--- src/rtl/method_emit_unit.sv ---
module method_emit_unit #(
  parameter logic [15:0] SEM_BASE    = 16'h1B00,
  parameter logic [15:0] SCR_BASE    = 16'h3400,
  parameter int          SCR_COUNT   = 8,
  parameter logic [31:0] RELEASE_KEY = 32'h1000_0000
) (
  input  logic        clk,
  input  logic        rst,
  input  logic        set_valid,
  input  logic [31:0] set_value,
  input  logic        emit_valid,
  input  logic [31:0] emit_data,
  output logic        out_valid,
  output logic [15:0] out_addr,
  output logic [31:0] out_data,
  output logic        mem_valid,
  output logic [63:0] mem_addr,
  output logic [31:0] mem_data,
  input  logic [15:0] rd_addr,
  output logic [31:0] rd_data
);

  localparam logic [15:0] SEM_LO  = SEM_BASE + 16'd4;
  localparam logic [15:0] SEM_PAY = SEM_BASE + 16'd8;
  localparam logic [15:0] SEM_GO  = SEM_BASE + 16'd12;

  logic [15:0] addr_q;
  logic [3:0]  inc_q;
  logic        have_q;
  logic [31:0] sem_hi, sem_lo, sem_pay;
  logic [31:0] scr [SCR_COUNT];

  wire [15:0] cur_addr = set_valid ? {2'b00, set_value[11:0], 2'b00} : addr_q;
  wire [3:0]  cur_inc  = set_valid ? set_value[15:12] : inc_q;
  wire        fire     = emit_valid && (set_valid || have_q);

  always_ff @(posedge clk) begin
    if (rst) begin
      addr_q    <= '0;
      inc_q     <= '0;
      have_q    <= 1'b0;
      out_valid <= 1'b0;
      out_addr  <= '0;
      out_data  <= '0;
    end else begin
      if (set_valid) begin
        addr_q <= cur_addr;
        inc_q  <= cur_inc;
        have_q <= 1'b1;
      end
      if (fire) addr_q <= cur_addr + {10'd0, cur_inc, 2'b00};
      out_valid <= fire;
      if (fire) begin
        out_addr <= cur_addr;
        out_data <= emit_data;
      end
    end
  end

  always_ff @(posedge clk) begin
    if (rst) begin
      sem_hi    <= '0;
      sem_lo    <= '0;
      sem_pay   <= '0;
      mem_valid <= 1'b0;
      mem_addr  <= '0;
      mem_data  <= '0;
    end else begin
      mem_valid <= 1'b0;
      if (fire) begin
        if (cur_addr == SEM_BASE) sem_hi  <= emit_data;
        if (cur_addr == SEM_LO)   sem_lo  <= emit_data;
        if (cur_addr == SEM_PAY)  sem_pay <= emit_data;
        if (cur_addr == SEM_GO && emit_data == RELEASE_KEY) begin
          mem_valid <= 1'b1;
          mem_addr  <= {sem_hi, sem_lo};
          mem_data  <= sem_pay;
        end
      end
    end
  end

  always_ff @(posedge clk) begin
    for (int i = 0; i < SCR_COUNT; i++) begin
      if (rst) scr[i] <= '0;
      else if (fire && cur_addr == SCR_BASE + 16'(4 * i)) scr[i] <= emit_data;
    end
  end

  always_comb begin
    rd_data = '0;
    for (int i = 0; i < SCR_COUNT; i++)
      if (rd_addr == SCR_BASE + 16'(4 * i)) rd_data = scr[i];
  end

  p_pulse_r5: assert property (@(posedge clk) disable iff (rst)
    out_valid |-> $past(emit_valid));

  p_drop_r4: assert property (@(posedge clk) disable iff (rst)
    (emit_valid && !set_valid && !have_q) |=> !out_valid);

  p_flag_r4: assert property (@(posedge clk) disable iff (rst)
    have_q |=> have_q);

  p_step_r2: assert property (@(posedge clk) disable iff (rst)
    (emit_valid && have_q && !set_valid) |=> (out_valid && out_addr == $past(addr_q)));

  p_same_r6: assert property (@(posedge clk) disable iff (rst)
    (emit_valid && set_valid) |=> (out_addr == {2'b00, $past(set_value[11:0]), 2'b00}));

  p_key_r7: assert property (@(posedge clk) disable iff (rst)
    mem_valid |-> ($past(emit_valid) && $past(emit_data) == RELEASE_KEY));

endmodule

--- config.mk ---
export PLATFORM = sky130hd
export DESIGN_NAME = method_emit_unit
export DESIGN_NICKNAME = d
export VERILOG_FILES = /design/src/rtl/method_emit_unit.sv
export SDC_FILE = /design/constraint.sdc
export NUM_CORES = 1
export LEC_CHECK = 0
export ABC_CLOCK_PERIOD_IN_PS = 5900
export CORE_ASPECT_RATIO = 1.25
export CORE_MARGIN = 2
export CORE_UTILIZATION = 60
export DETAILED_ROUTE_END_ITERATION = 7
export PLACE_DENSITY_LB_ADDON = 0.05
export SYNTH_ARGS = -nofsm -noshare
export SYNTH_HDL_FRONTEND = slang
export SYNTH_SLANG_ARGS = --single-unit
--- constraint.sdc ---
create_clock -name clk -period 5.9 [get_ports clk]
set_clock_uncertainty 0.1 [all_clocks]
set_input_delay 1.77 -clock clk [delete_from_list [all_inputs] [get_ports clk]]
set_output_delay 1.77 -clock clk [all_outputs]
set_load 0.005 [all_outputs]
==> impl_results.md, run 1 <==
- Top cells by count, synth: and2_1 (267), dfxtp_1 (263), edfxtp_1 (256)
- Arr. time, crit path: ~4 ns
- Rel. slew slack: 0.353
- Vias per Instance: roughly 6.1
- Core area: around 0.036 mm2
- Worst VDD drop: about 0.21 mV
- Clock sinks: ~520
- Peak Freq: about 170 MHz
- Worst slew pin tran: between 0.9 and 1 ns
- ANT nets after route: 0
- Tightest Hold Check Type: reg -> reg
- Pre-CTS setup slack: -0.438 ns
- Routed wire length per instance: 23.1 um
- Final period utilization: 0.997
- CP top delay family: buffers and inverters
- Initial antenna violation count: 2
- Minimum clock period: ~5.9 ns
- Most used cell, CP: buf_4
- CTS tree: built
- CTS Buf Count: 48
- Layout cells sized above 1: 0.138
- Reg clk slew, reported paths: about 0.06 ns
- Die H: around 220 um
- Vias in the first global route: between 15000 and 20000
- Worst Setup End Kind: output port
- Worst Path Buf+Inv: 7
- Rows: 78
- Outcome: finished clean
- Worst setup SP type: input port
- Synthesis Warnings: 0
- Routed wire length: ~65 mm
- Largest net degree at the start of global routing: 191
- Mapped Cells: around 2100
- P per Cell Area: 269 mW/mm2
- Nets: between 2000 and 2500
- Leakage: between 9 and 10 nW
- R2R cell count: 8
- Most common cell in the synthesized netlist: and2_1
- Hold_ws: between 0.3 and 0.4 ns
- Total GRT Usage: 0.335
- Clk Tree Root Cell: clkbuf_16
- Port bufs: 245
- Clock Tree Buf Depth: 3
- Worst path cell trace: dlygate4sd2_1, nor4b_4, buf_4, buf_4, nand4_1, buf_4, buf_6, buf_4, o21ai_0, a2bb2oi_2, a2bb2oi_2, clkbuf_2
- Slowest cell on crit path: nor4b_4
- P&R area growth vs syn: 24.1%
- Synth top area share: 0.346
- Mapped Area: between 0.02 and 0.025 mm2
- R2R setup slack: about 3.2 ns
- Fin area: between 0.02 and 0.03 mm2
- Setup WS post-layout: approximately 0.019 ns
- Grt ovf: 0
- Ys async rst share: 0
- Fin. Hold Viols: 0
- Initial Util: 0.610
- R2R Path Start: addr_q[4]
- Syn_area_per_cell: about 11 um2
- Router iterations before antenna repair: 5
- Worst skew pair latency: between 0.5 and 0.6 ns
- Vias: ~17000
- CP required: about 4.0 ns
- Syn nets: between 2000 and 2500
- Post-DP HPWL: between 30 and 40 mm
- Fillers: approximately 2400
- Crit-path max FO: 6
- Synth area leaders: edfxtp_1 (35%), dfxtp_1 (24%), and2_1 (7.5%), mux2i_1 (6.9%), a21oi_1 (3.3%)
- Post-synthesis sequential area ratio: 0.584
- Number of DRC markers in iteration 0: 1664
- Setup Viol. Count Final: 0
- Remaining DRCs: 0
- Number of synthesized flops with an enable pin: 256
- Library cells used by synthesis: 65
- CP startpoint: rd_addr[11]
- Reg-to-Reg End: addr_q[15]
- CTS H-tree lvls: 2
- Placed inst area: 0.0255 mm2
- First-pass GRT wire length: approximately 99 mm
- Max-slew violations: 0
- Synthesized flop and latch total: just over 500
- Die footprint: 0.0386 mm2
- Die width: about 180 um
- Worst setup path endpoint: rd_data[9]
- Kind of critical path: in -> out
- Top_reg_cell synth: dfxtp_1
- # IOs: around 260
- CP peak stage delay: 0.42 ns
- Maxcap violations: 0
- Final GP Congestion: around 0.9
- Largest area contributor in the netlist: edfxtp_1
- Worst path depth: 12
- Diode count: 0
- Setup tns final: 0 ns
- Power Total: 7.42 mW
-- placed cells by master, fill, tap and decap left out, types with 7 or more instances in the layout --
| cell type | n |
|---|---|
| o221ai_1 | 18 |
| a211oi_2 | 10 |
| a2bb2oi_1 | 17 |
| o21ai_1 | 10 |
| a21o_1 | 9 |
| a21oi_1 | 144 |
| clkdlybuf4s15_1 | 8 |
| nor2_1 | 171 |
| inv_1 | 10 |
| clkinv_2 | 9 |
| a211oi_1 | 15 |
| buf_2 | 11 |
| nand4_1 | 7 |
| xnor2_1 | 7 |
| buf_6 | 12 |
| nor2b_1 | 8 |
| buf_4 | 112 |
| dlygate4sd2_1 | 18 |
| buf_12 | 14 |
| clkbuf_1 | 12 |
| a32oi_1 | 9 |
| mux2i_1 | 152 |
| o21a_1 | 15 |
| a2bb2oi_2 | 8 |
| dfxtp_1 | 263 |
| clkbuf_16 | 50 |
| nor4_1 | 10 |
| o22ai_2 | 7 |
| nand2_1 | 100 |
| clkdlybuf4s50_1 | 196 |
| nor3_1 | 7 |
| clkbuf_8 | 8 |
| and2_1 | 266 |
| nand3_1 | 101 |
| mux2_2 | 11 |
| edfxtp_1 | 256 |
| o21ai_0 | 136 |
-- report_power, final --
group,total (mW),internal [mW],switching [mW]
clock,3.05,1.74,1.31
combinational,0.471,0.174,0.297
sequential,3.90,3.86,0.0364
total,7.42,5.78,1.64
-- sequential cells by signal, summed over array words and instances, names as in the netlist, 16 cells and up --
name / cells
addr_q: 16
mem_addr: 64
mem_data: 32
out_addr: 16
out_data: 32
scr: 256
sem_hi: 32
sem_lo: 32
sem_pay: 32
-- worst min-delay path: cells and delay by family, from the launching register on --
kind | cells | cell delay, ns
and+or+nand+nor | 1 | 0.05
DFF | 1 | 0.31
AOI/OAI and AO/OA | 1 | 0.05
-- layout make-up --
class	instances	area, um2	area share
Sequential cell	519	13000	0.470
Multi-Input combinational cell	1342	8750	0.318
Timing Repair Buffer	386	3690	0.134
Clock buffer	69	1380	0.0499
Tap cell	480	601	0.0218
Clock inverter	15	150	0.00545
Inverter	10	37.5	0.00136
-- routing by layer --
| metal | vias up | share of wire | track usage |
|---|---|---|---|
| met5 | - | 0 | 0 |
| met4 | 0 | 0.045 | 0.155 |
| met3 | 176 | 0.087 | 0.0767 |
| met2 | 725 | 0.49 | 0.569 |
| met1 | 8440 | 0.37 | 0.405 |
| li1 | 7814 | - | - |
-- timing repair --
| item | CTS | global route |
|---|---|---|
| hold buffers | 0 | 0 |
| setup endpoints to repair | 32 | 28 |
| buffers inserted | 16 | 7 |
| pin swaps | 42 | 14 |
| gates resized for setup | 143 | 50 |
| cloned | 4 | 1 |
-- logic make-up after synthesis --
kind of cell,synth area share
AND/OR/NAND/NOR,0.167
flip-flops,0.584
AO/OA/AOI/OAI,0.127
buffers and inverters,0.0398
multiplexers,0.0758
XOR/XNOR,0.00355
adder cells (fa/ha/maj),0.00316
-- worst min path at each step --
stage                 startpoint  depth (start not counted)      endpoint
global placement    out_data[12]                          2  out_data[12]
global route        out_data[21]                          2  out_data[21]
finish              out_data[26]                          2  out_data[26]
CTS                 out_data[26]                          2  out_data[26]
detailed placement  out_data[26]                          2  out_data[26]
floorplan              sem_lo[0]                          2   mem_addr[0]
-- stage by stage --
stage | std cells | utilization
after floorplan | 2065 | -
after global placement | 2710 | 0.699
after detailed placement | 2710 | 0.699
after CTS | 2814 | 0.752
after global routing | 2821 | 0.757
final | 2821 | 0.757
Power figures use the tool's default switching activity.
==> run 2, diff against run 1 <==
ABC_AREA = 1   (was not set)
CELL_PAD_IN_SITES_DETAIL_PLACEMENT = 0   (was not set)
CELL_PAD_IN_SITES_GLOBAL_PLACEMENT = 1   (was not set)
CORE_UTILIZATION = 46   (was 60)
HOLD_SLACK_MARGIN = 0.12   (was not set)
==> run 2 against run 1 <==
Worst setup slack better by 0.063 ns. Flip-flop and latch count is the same. Global-route usage decreased by 6.3 points. Via count shrank 0.33%. Non-clock buffer count down 16. Sequential share of layout area rose by 0.47 points. Register-to-register slack got worse by 0.06 ns. Critical path type unchanged. Largest cell class unchanged. Highest routed layer unchanged.
==> impl_results.md, run 2 <==
- Net Sw Frac: 0.220 (was 0.221)
- Router iterations before antenna repair: 7 (was 5)
- Clock sinks: 519 (unchanged)
- CTS H-tree lvls: 2 (unchanged)
- Mapped Cells: 2323 (was 2065)
- Number of synthesized flops with an enable pin: 256 (unchanged)
- Fin. Hold Viols: 0 (unchanged)
- Initial Util: 0.467 (was 0.610)
- Clock Tree Buf Depth: 3 (unchanged)
- Clk Tree Root Cell: clkbuf_16 (unchanged)
- First-pass GRT wire length: 98.9 mm (was 98.7 mm)
- Largest net degree at the start of global routing: 98 (was 191)
- Nets: 2646 (was 2396)
- CTS Buf Count: 52 (was 48)
- Pint: 6.12 mW (was 5.78 mW)
- Worst slew pin tran: 1.22 ns (was 0.971 ns)
- Synthesis Warnings: 0 (unchanged)
- Crit-path max FO: 13 (was 6)
- P per Cell Area: 287 mW/mm2 (was 269 mW/mm2)
- Diode count: 0 (unchanged)
- CTS tree: built (unchanged)
- P_sw: 1.72 mW (was 1.64 mW)
- Rows: 88 (was 78)
- Initial antenna violation count: 0 (was 2)
- Die footprint: 0.0487 mm2 (was 0.0386 mm2)
- Vias: 17100 (was 17200)
- Comb pwr share: 0.052 (was 0.063)
- Worst skew pair latency: 0.60 ns (was 0.57 ns)
- Syn_area_per_cell: 9.30 um2 (was 10.7 um2)
- Final period utilization: 0.986 (was 0.997)
- Post-synthesis mux area share: 0 (was 0.0758)
- Minimum clock period: 5.82 ns (was 5.88 ns)
- Rel. slew slack: 0.183 (was 0.353)
- Max-slew violations: 0 (unchanged)
- Post-DP HPWL: 41.2 mm (was 39.0 mm)
- Vias in the first global route: 16800 (was 17400)
- Routed wire length: 65.7 mm (was 65.2 mm)
- Setup WS post-layout: 0.0824 ns (was 0.0191 ns)
- Hold Buf Count CTS: 0 (unchanged)
- Clock network power share: 0.451 (was 0.411)
- Largest Register: scr (unchanged)
- Placed inst area: 0.0248 mm2 (was 0.0255 mm2)
- Outcome: finished clean (unchanged)
- Maxcap violations: 0 (unchanged)
- Library cells used by synthesis: 41 (was 65)
- Synth area leaders: edfxtp_1 (36%), dfxtp_1 (24%), nor2_1 (11%), o21ai_0 (4.8%), nand2_1 (3.9%) (was edfxtp_1 (35%), dfxtp_1 (24%), and2_1 (7.5%), mux2i_1 (6.9%), a21oi_1 (3.3%))
- Top cells by count, synth: nor2_1 (628), dfxtp_1 (263), edfxtp_1 (256) (was and2_1 (267), dfxtp_1 (263), edfxtp_1 (256))
- P&R area growth vs syn: 26.3% (was 24.1%)
- Commonest cells after routing, fill and taps aside: nor2_1 (606), dfxtp_1 (263), edfxtp_1 (256) (was and2_1 (266), dfxtp_1 (263), edfxtp_1 (256))
- Grt ovf: 0 (unchanged)
- Ys async rst share: 0 (unchanged)
- Inst Count DP: 3061 (was 2710)
- Arr. time, crit path: 3.95 ns (was 4.01 ns)
- Tightest Hold Check Type: reg -> reg (unchanged)
- Post-synthesis sequential area ratio: 0.600 (was 0.584)
- Synth top area share: 0.356 (was 0.346)
- Pre-CTS setup slack: -0.444 ns (was -0.438 ns)
- Peak Freq: 172 MHz (was 170 MHz)
- Routed wire length per instance: 20.6 um (was 23.1 um)
- ANT nets after route: 0 (unchanged)
- Largest family of logic cells by synthesized area: simple AND/OR/NAND/NOR gates (unchanged)
- Reg clk slew, reported paths: 0.06 ns (about the same)
- Mapped Area: 0.0216 mm2 (was 0.0222 mm2)
- Fin area: 0.0273 mm2 (was 0.0276 mm2)
- Worst Setup End Kind: output port (unchanged)
- Top_reg_cell synth: dfxtp_1 (unchanged)
- Synth Area in Compound Gates: 0.128 (was 0.127)
- Worst setup SP type: input port (unchanged)
- Vias per Instance: 5.37 (was 6.08)
- Synthesized flop and latch total: 519 (unchanged)
- Power Total: 7.84 mW (was 7.42 mW)
- Layout cells sized above 1: 0.147 (was 0.138)
- Most common cell in the synthesized netlist: nor2_1 (was and2_1)
- # IOs: 262 (unchanged)
- Adder-Cell Fraction of Synth Area: 0.00324 (was 0.00316)
- Die width: 198 um (was 176 um)
- CP required: 4.03 ns (about the same)
- Hold_ws: 0.366 ns (was 0.358 ns)
- Commonest non-fill, non-tap cell in the layout: nor2_1 (was and2_1)
- Worst VDD drop: 0.250 mV (was 0.214 mV)
- Number of DRC markers in iteration 0: 1422 (was 1664)
- Post-Synth Simple-Gate Area: 0.199 (was 0.167)
- Total GRT Usage: 0.272 (was 0.335)
- Setup Viol. Count Final: 0 (unchanged)
- Core area: 0.0462 mm2 (was 0.0364 mm2)
- Largest register FFs: 256 (unchanged)
- Sequential Power Share: 0.496 (was 0.526)
- Xor-xnor portion of the synthesized cell area: 0.00122 (was 0.00355)
- Remaining DRCs: 0 (unchanged)
- Kind of critical path: in -> out (unchanged)
- Finished Layout Cells: 3186 (was 2821)
- Die H: 246 um (was 219 um)
- Port bufs: 245 (unchanged)
- Largest area contributor in the netlist: edfxtp_1 (unchanged)
- Final GP Congestion: 0.816 (was 0.874)
- Leakage: 11.3 nW (was 9.99 nW)
- Largest regs: scr (256), mem_addr (64) (unchanged)
- Syn nets: 2412 (was 2154)
[run 2: changes by cell type in the layout (fill, tap and decap cells not counted), moves of 29 or more]
| cell | before | now |
|---|---|---|
| and2_1 | 266 | 0 |
| inv_1 | 10 | 122 |
| nand2_1 | 100 | 213 |
| mux2i_1 | 152 | 0 |
| nand4_1 | 7 | 38 |
| a211oi_2 | 10 | 45 |
| o21ai_1 | 10 | 39 |
| nand3_1 | 101 | 66 |
| a21oi_1 | 144 | 73 |
| nor2_1 | 171 | 606 |
| a211oi_1 | 15 | 54 |
| o21ai_0 | 136 | 180 |
[run 2: layer usage]
layer	vias up	GRT usage	part of all wire
met5	-	0	0
li1	8262	-	-
met2	531	0.473	0.51
met4	0	0.131	0.051
met3	160	0.0431	0.048
met1	8146	0.329	0.39
[run 2: path summary, 6_finish.rpt]
kind	cells after the start	slack [ns]	from	end
max reg2reg	9	3.11	addr_q[6]	sem_lo[31]
max	14	0.08	rd_addr[5]	rd_data[4]
min reg2reg	2	0.37	out_addr[14]	out_addr[14]
min	2	0.37	out_addr[14]	out_addr[14]
[run 2: timing repair]
item                                    CTS  global route
endpoints found under the setup margin   32            32
pin swaps                                69            17
setup buffers                            17             6
cloned                                    6             0
endpoints found under the hold margin     0             0
resized for setup                       184            30
[run 2: worst max-delay path, stage by stage]
cell and delay (ns):
clkdlybuf4s50_1 0.51, nor2_2 0.06, nand2_2 0.13, nor2_4 0.07
buf_12 0.13, buf_16 0.15, buf_12 0.13, nand3_1 0.10
nand3_2 0.14, a21oi_2 0.16, nand4_1 0.19, nand2_1 0.11
nand2_1 0.04, dlygate4sd2_1 0.26
[run 2: logic make-up after synthesis]
| kind of cell | count (synthesis) |
|---|---|
| adder cells (fa/ha/maj) | 5 |
| XOR/XNOR | 3 |
| AO/OA/AOI/OAI | 439 |
| AND/OR/NAND/NOR | 1038 |
| flip-flops | 519 |
| buffers and inverters | 319 |
[run 2: power groups by stage]
stage          combinational [mW]  clock (mW)  sequential, mW
2_1_floorplan               0.190           0            3.97
3_3_place_gp                0.404           0            3.97
3_5_place_dp                0.409           0            3.97
4_1_cts                     0.414        3.58            3.89
5_1_grt                     0.441        3.74            3.90
6_report                    0.410        3.54            3.89
[run 2: layout make-up]
type                            instances  area [um2]
Tap cell                              585         732
Clock inverter                         27         367
Multi-Input combinational cell       1485        7480
Fill cell                            4029       19000
Timing Repair Buffer                  370        3800
Inverter                              129         492
Sequential cell                       519       13000
Clock buffer                           71        1460
[run 2: stage by stage]
stage,TNS [ns],utilization
2_1_floorplan,0,-
3_3_place_gp,-10.26,0.536
3_5_place_dp,-10.73,0.536
4_1_cts,-0.495,0.587
5_1_grt,-0.108,0.590
6_report,0,0.590
==> run 3, diff against run 2 <==
CTS_CLUSTER_DIAMETER = 30   (was not set)
==> run 3 against run 2 <==
Worst setup slack gained 0.084 ns. Critical path depth rose by 2. Sequential share of layout area shrank 2.7 points. Critical endpoint is now rd_data[9]. Largest cell class unchanged.
==> impl_results.md, run 3 (synthesized netlist as in run 2, its figures left out) <==
- Outcome: finished clean (unchanged)
- Met2 Use GR: 0.489 (was 0.473)
- P per Cell Area: 344 mW/mm2 (was 287 mW/mm2)
- Routed wire length: 67.3 mm (was 65.7 mm)
- Reg clk slew, reported paths: 0.04 ns (was 0.06 ns)
- Max-slew violations: 0 (unchanged)
- Largest Register: scr (unchanged)
- Setup Viol. Count Final: 0 (unchanged)
- Router iterations before antenna repair: 6 (was 7)
- Peak Freq: 174 MHz (was 172 MHz)
- Clk Tree Root Cell: clkbuf_16 (unchanged)
- Port bufs: 245 (unchanged)
- P&R area growth vs syn: 34.0% (was 26.3%)
- Largest register FFs: 256 (unchanged)
- RSZ-0062 raised after global routing: no
- Post-DP HPWL: 41.2 mm (unchanged)
- Initial antenna violation count: 0 (unchanged)
- Final period utilization: 0.972 (was 0.986)
- Grt ovf: 0 (unchanged)
- Met3 Use GR: 0.0463 (was 0.0431)
- Worst skew pair latency: 0.62 ns (was 0.60 ns)
- GRT busiest layer: met2 (unchanged)
- Clock sinks: 519 (unchanged)
- Layout cells sized above 1: 0.177 (was 0.147)
- Vias: 17500 (was 17100)
- Final GP Congestion: 0.816 (unchanged)
- Routed wire length per instance: 20.6 um (about the same)
- Die width: 198 um (unchanged)
- Number of DRC markers in iteration 0: 1166 (was 1422)
- Worst VDD drop: 0.219 mV (was 0.250 mV)
- Fillers: 3856 (was 4029)
- Vias per Instance: 5.36 (was 5.37)
- Setup tns final: 0 ns (unchanged)
- Minimum clock period: 5.73 ns (was 5.82 ns)
- Tightest Hold Check Type: reg -> reg (unchanged)
- Fin. Hold Viols: 0 (unchanged)
- Commonest non-fill, non-tap cell in the layout: nor2_1 (unchanged)
- Die H: 246 um (unchanged)
- Worst slew pin tran: 1.23 ns (was 1.22 ns)
- Power Total: 9.94 mW (was 7.84 mW)
- Initial Util: 0.467 (unchanged)
- Leakage: 12.1 nW (was 11.3 nW)
- CTS H-tree lvls: 3 (was 2)
- CTS tree: built (unchanged)
- Core area: 0.0462 mm2 (unchanged)
- Hold Buf Count CTS: 0 (unchanged)
- First-pass GRT wire length: 101 mm (was 98.9 mm)
- Rel. slew slack: 0.177 (was 0.183)
- Largest net degree at the start of global routing: 98 (unchanged)
- Largest regs: scr (256), mem_addr (64) (unchanged)
- # IOs: 262 (unchanged)
- Rows: 88 (unchanged)
- Kind of critical path: in -> out (unchanged)
- Die footprint: 0.0487 mm2 (unchanged)
- ANT nets after route: 0 (unchanged)
- Worst setup SP type: input port (unchanged)
- Vias in the first global route: 17500 (was 16800)
- Nets: 2695 (was 2646)
- Remaining DRCs: 0 (unchanged)
- Maxcap violations: 0 (unchanged)
- CTS Buf Count: 96 (was 52)
- Met1 GRT Util: 0.325 (was 0.329)
- Commonest cells after routing, fill and taps aside: nor2_1 (605), dfxtp_1 (263), edfxtp_1 (256) (was nor2_1 (606), dfxtp_1 (263), edfxtp_1 (256))
- Crit-path max FO: 6 (was 13)
- Clock Tree Buf Depth: 3 (unchanged)
- Arr. time, crit path: 3.86 ns (was 3.95 ns)
- CP required: 4.03 ns (about the same)
- Worst Setup End Kind: output port (unchanged)
- Total GRT Usage: 0.278 (was 0.272)
- Diode count: 0 (unchanged)
[run 3: cell types whose count changed in the layout (fill, tap and decap cells not counted), moves of 4 or more]
cell            before  now
clkbuf_16           54  105
clkinvlp_4           0   12
clkbuf_8             4   11
clkinv_4             2    9
dlymetal6s2s_1      11   16
buf_2               13   17
buf_4               88   92
dlygate4sd2_1       12    8
inv_6                2    6
o21ai_0            180  176
o21ai_1             39   43
[run 3: area by class of cell]
class                           count  area, um2  area share
Tap cell                          585        732      0.0253
Clock inverter                     54        606      0.0209
Clock buffer                      126       2800      0.0966
Multi-Input combinational cell   1485       7500       0.259
Sequential cell                   519      13000       0.448
Inverter                          129        492      0.0170
Timing Repair Buffer              375       3850       0.133
[run 3: critical path, stage by stage]
cell and delay (ns):
dlygate4sd2_1 0.24, nor2_2 0.13, buf_4 0.13, nand2_2 0.06, nor2_4 0.13, buf_4 0.13, buf_12 0.10, buf_6 0.13
buf_4 0.14, nand3_1 0.08, nand3_1 0.11, o211ai_1 0.12, nand3_2 0.14, nor2_4 0.05, o21ai_0 0.14, dlygate4sd2_1 0.25
[run 3: what timing repair did]
item                                    CTS  global route
cloned                                    6             1
endpoints found under the setup margin   32            31
pin swaps                                72            34
buffers inserted                         22             6
endpoints found under the hold margin     0             0
gates resized for setup                 191            45
[run 3: layer usage]
layer	wire, um	vias to the layer above	share of wire
li1	-	8415	-
met1	26200	8396	0.39
met2	34400	564	0.51
met3	3380	172	0.050
met4	3300	0	0.049
met5	0	-	0
[run 3: where the power goes]
group | switching [mW] | total (mW) | internal, mW
logic | 0.280 | 0.412 | 0.132
clock network | 1.92 | 5.63 | 3.71
registers | 0.0324 | 3.90 | 3.87
[run 3: worst paths after layout]
kind | start | to | slack, ns | depth (start not counted)
setup reg to reg | addr_q[6] | sem_lo[31] | 3.10 | 9
hold reg to reg | out_addr[14] | out_addr[14] | 0.36 | 2
hold / removal | out_addr[14] | out_addr[14] | 0.36 | 2
setup / recovery | rd_addr[0] | rd_data[9] | 0.17 | 16
[run 3: metrics by stage]
stage	util	worst slack (ns)	area, um2	hold slack (ns)	instances
after CTS	0.622	-0.123	28800	0.366	3267
after floorplan	-	0.176	21600	0.322	2323
after detailed placement	0.536	-0.444	24800	0.360	3061
after global routing	0.626	0.0760	28900	0.388	3273
final	0.626	0.167	28900	0.365	3273
after global placement	0.536	-0.436	24800	0.350	3061
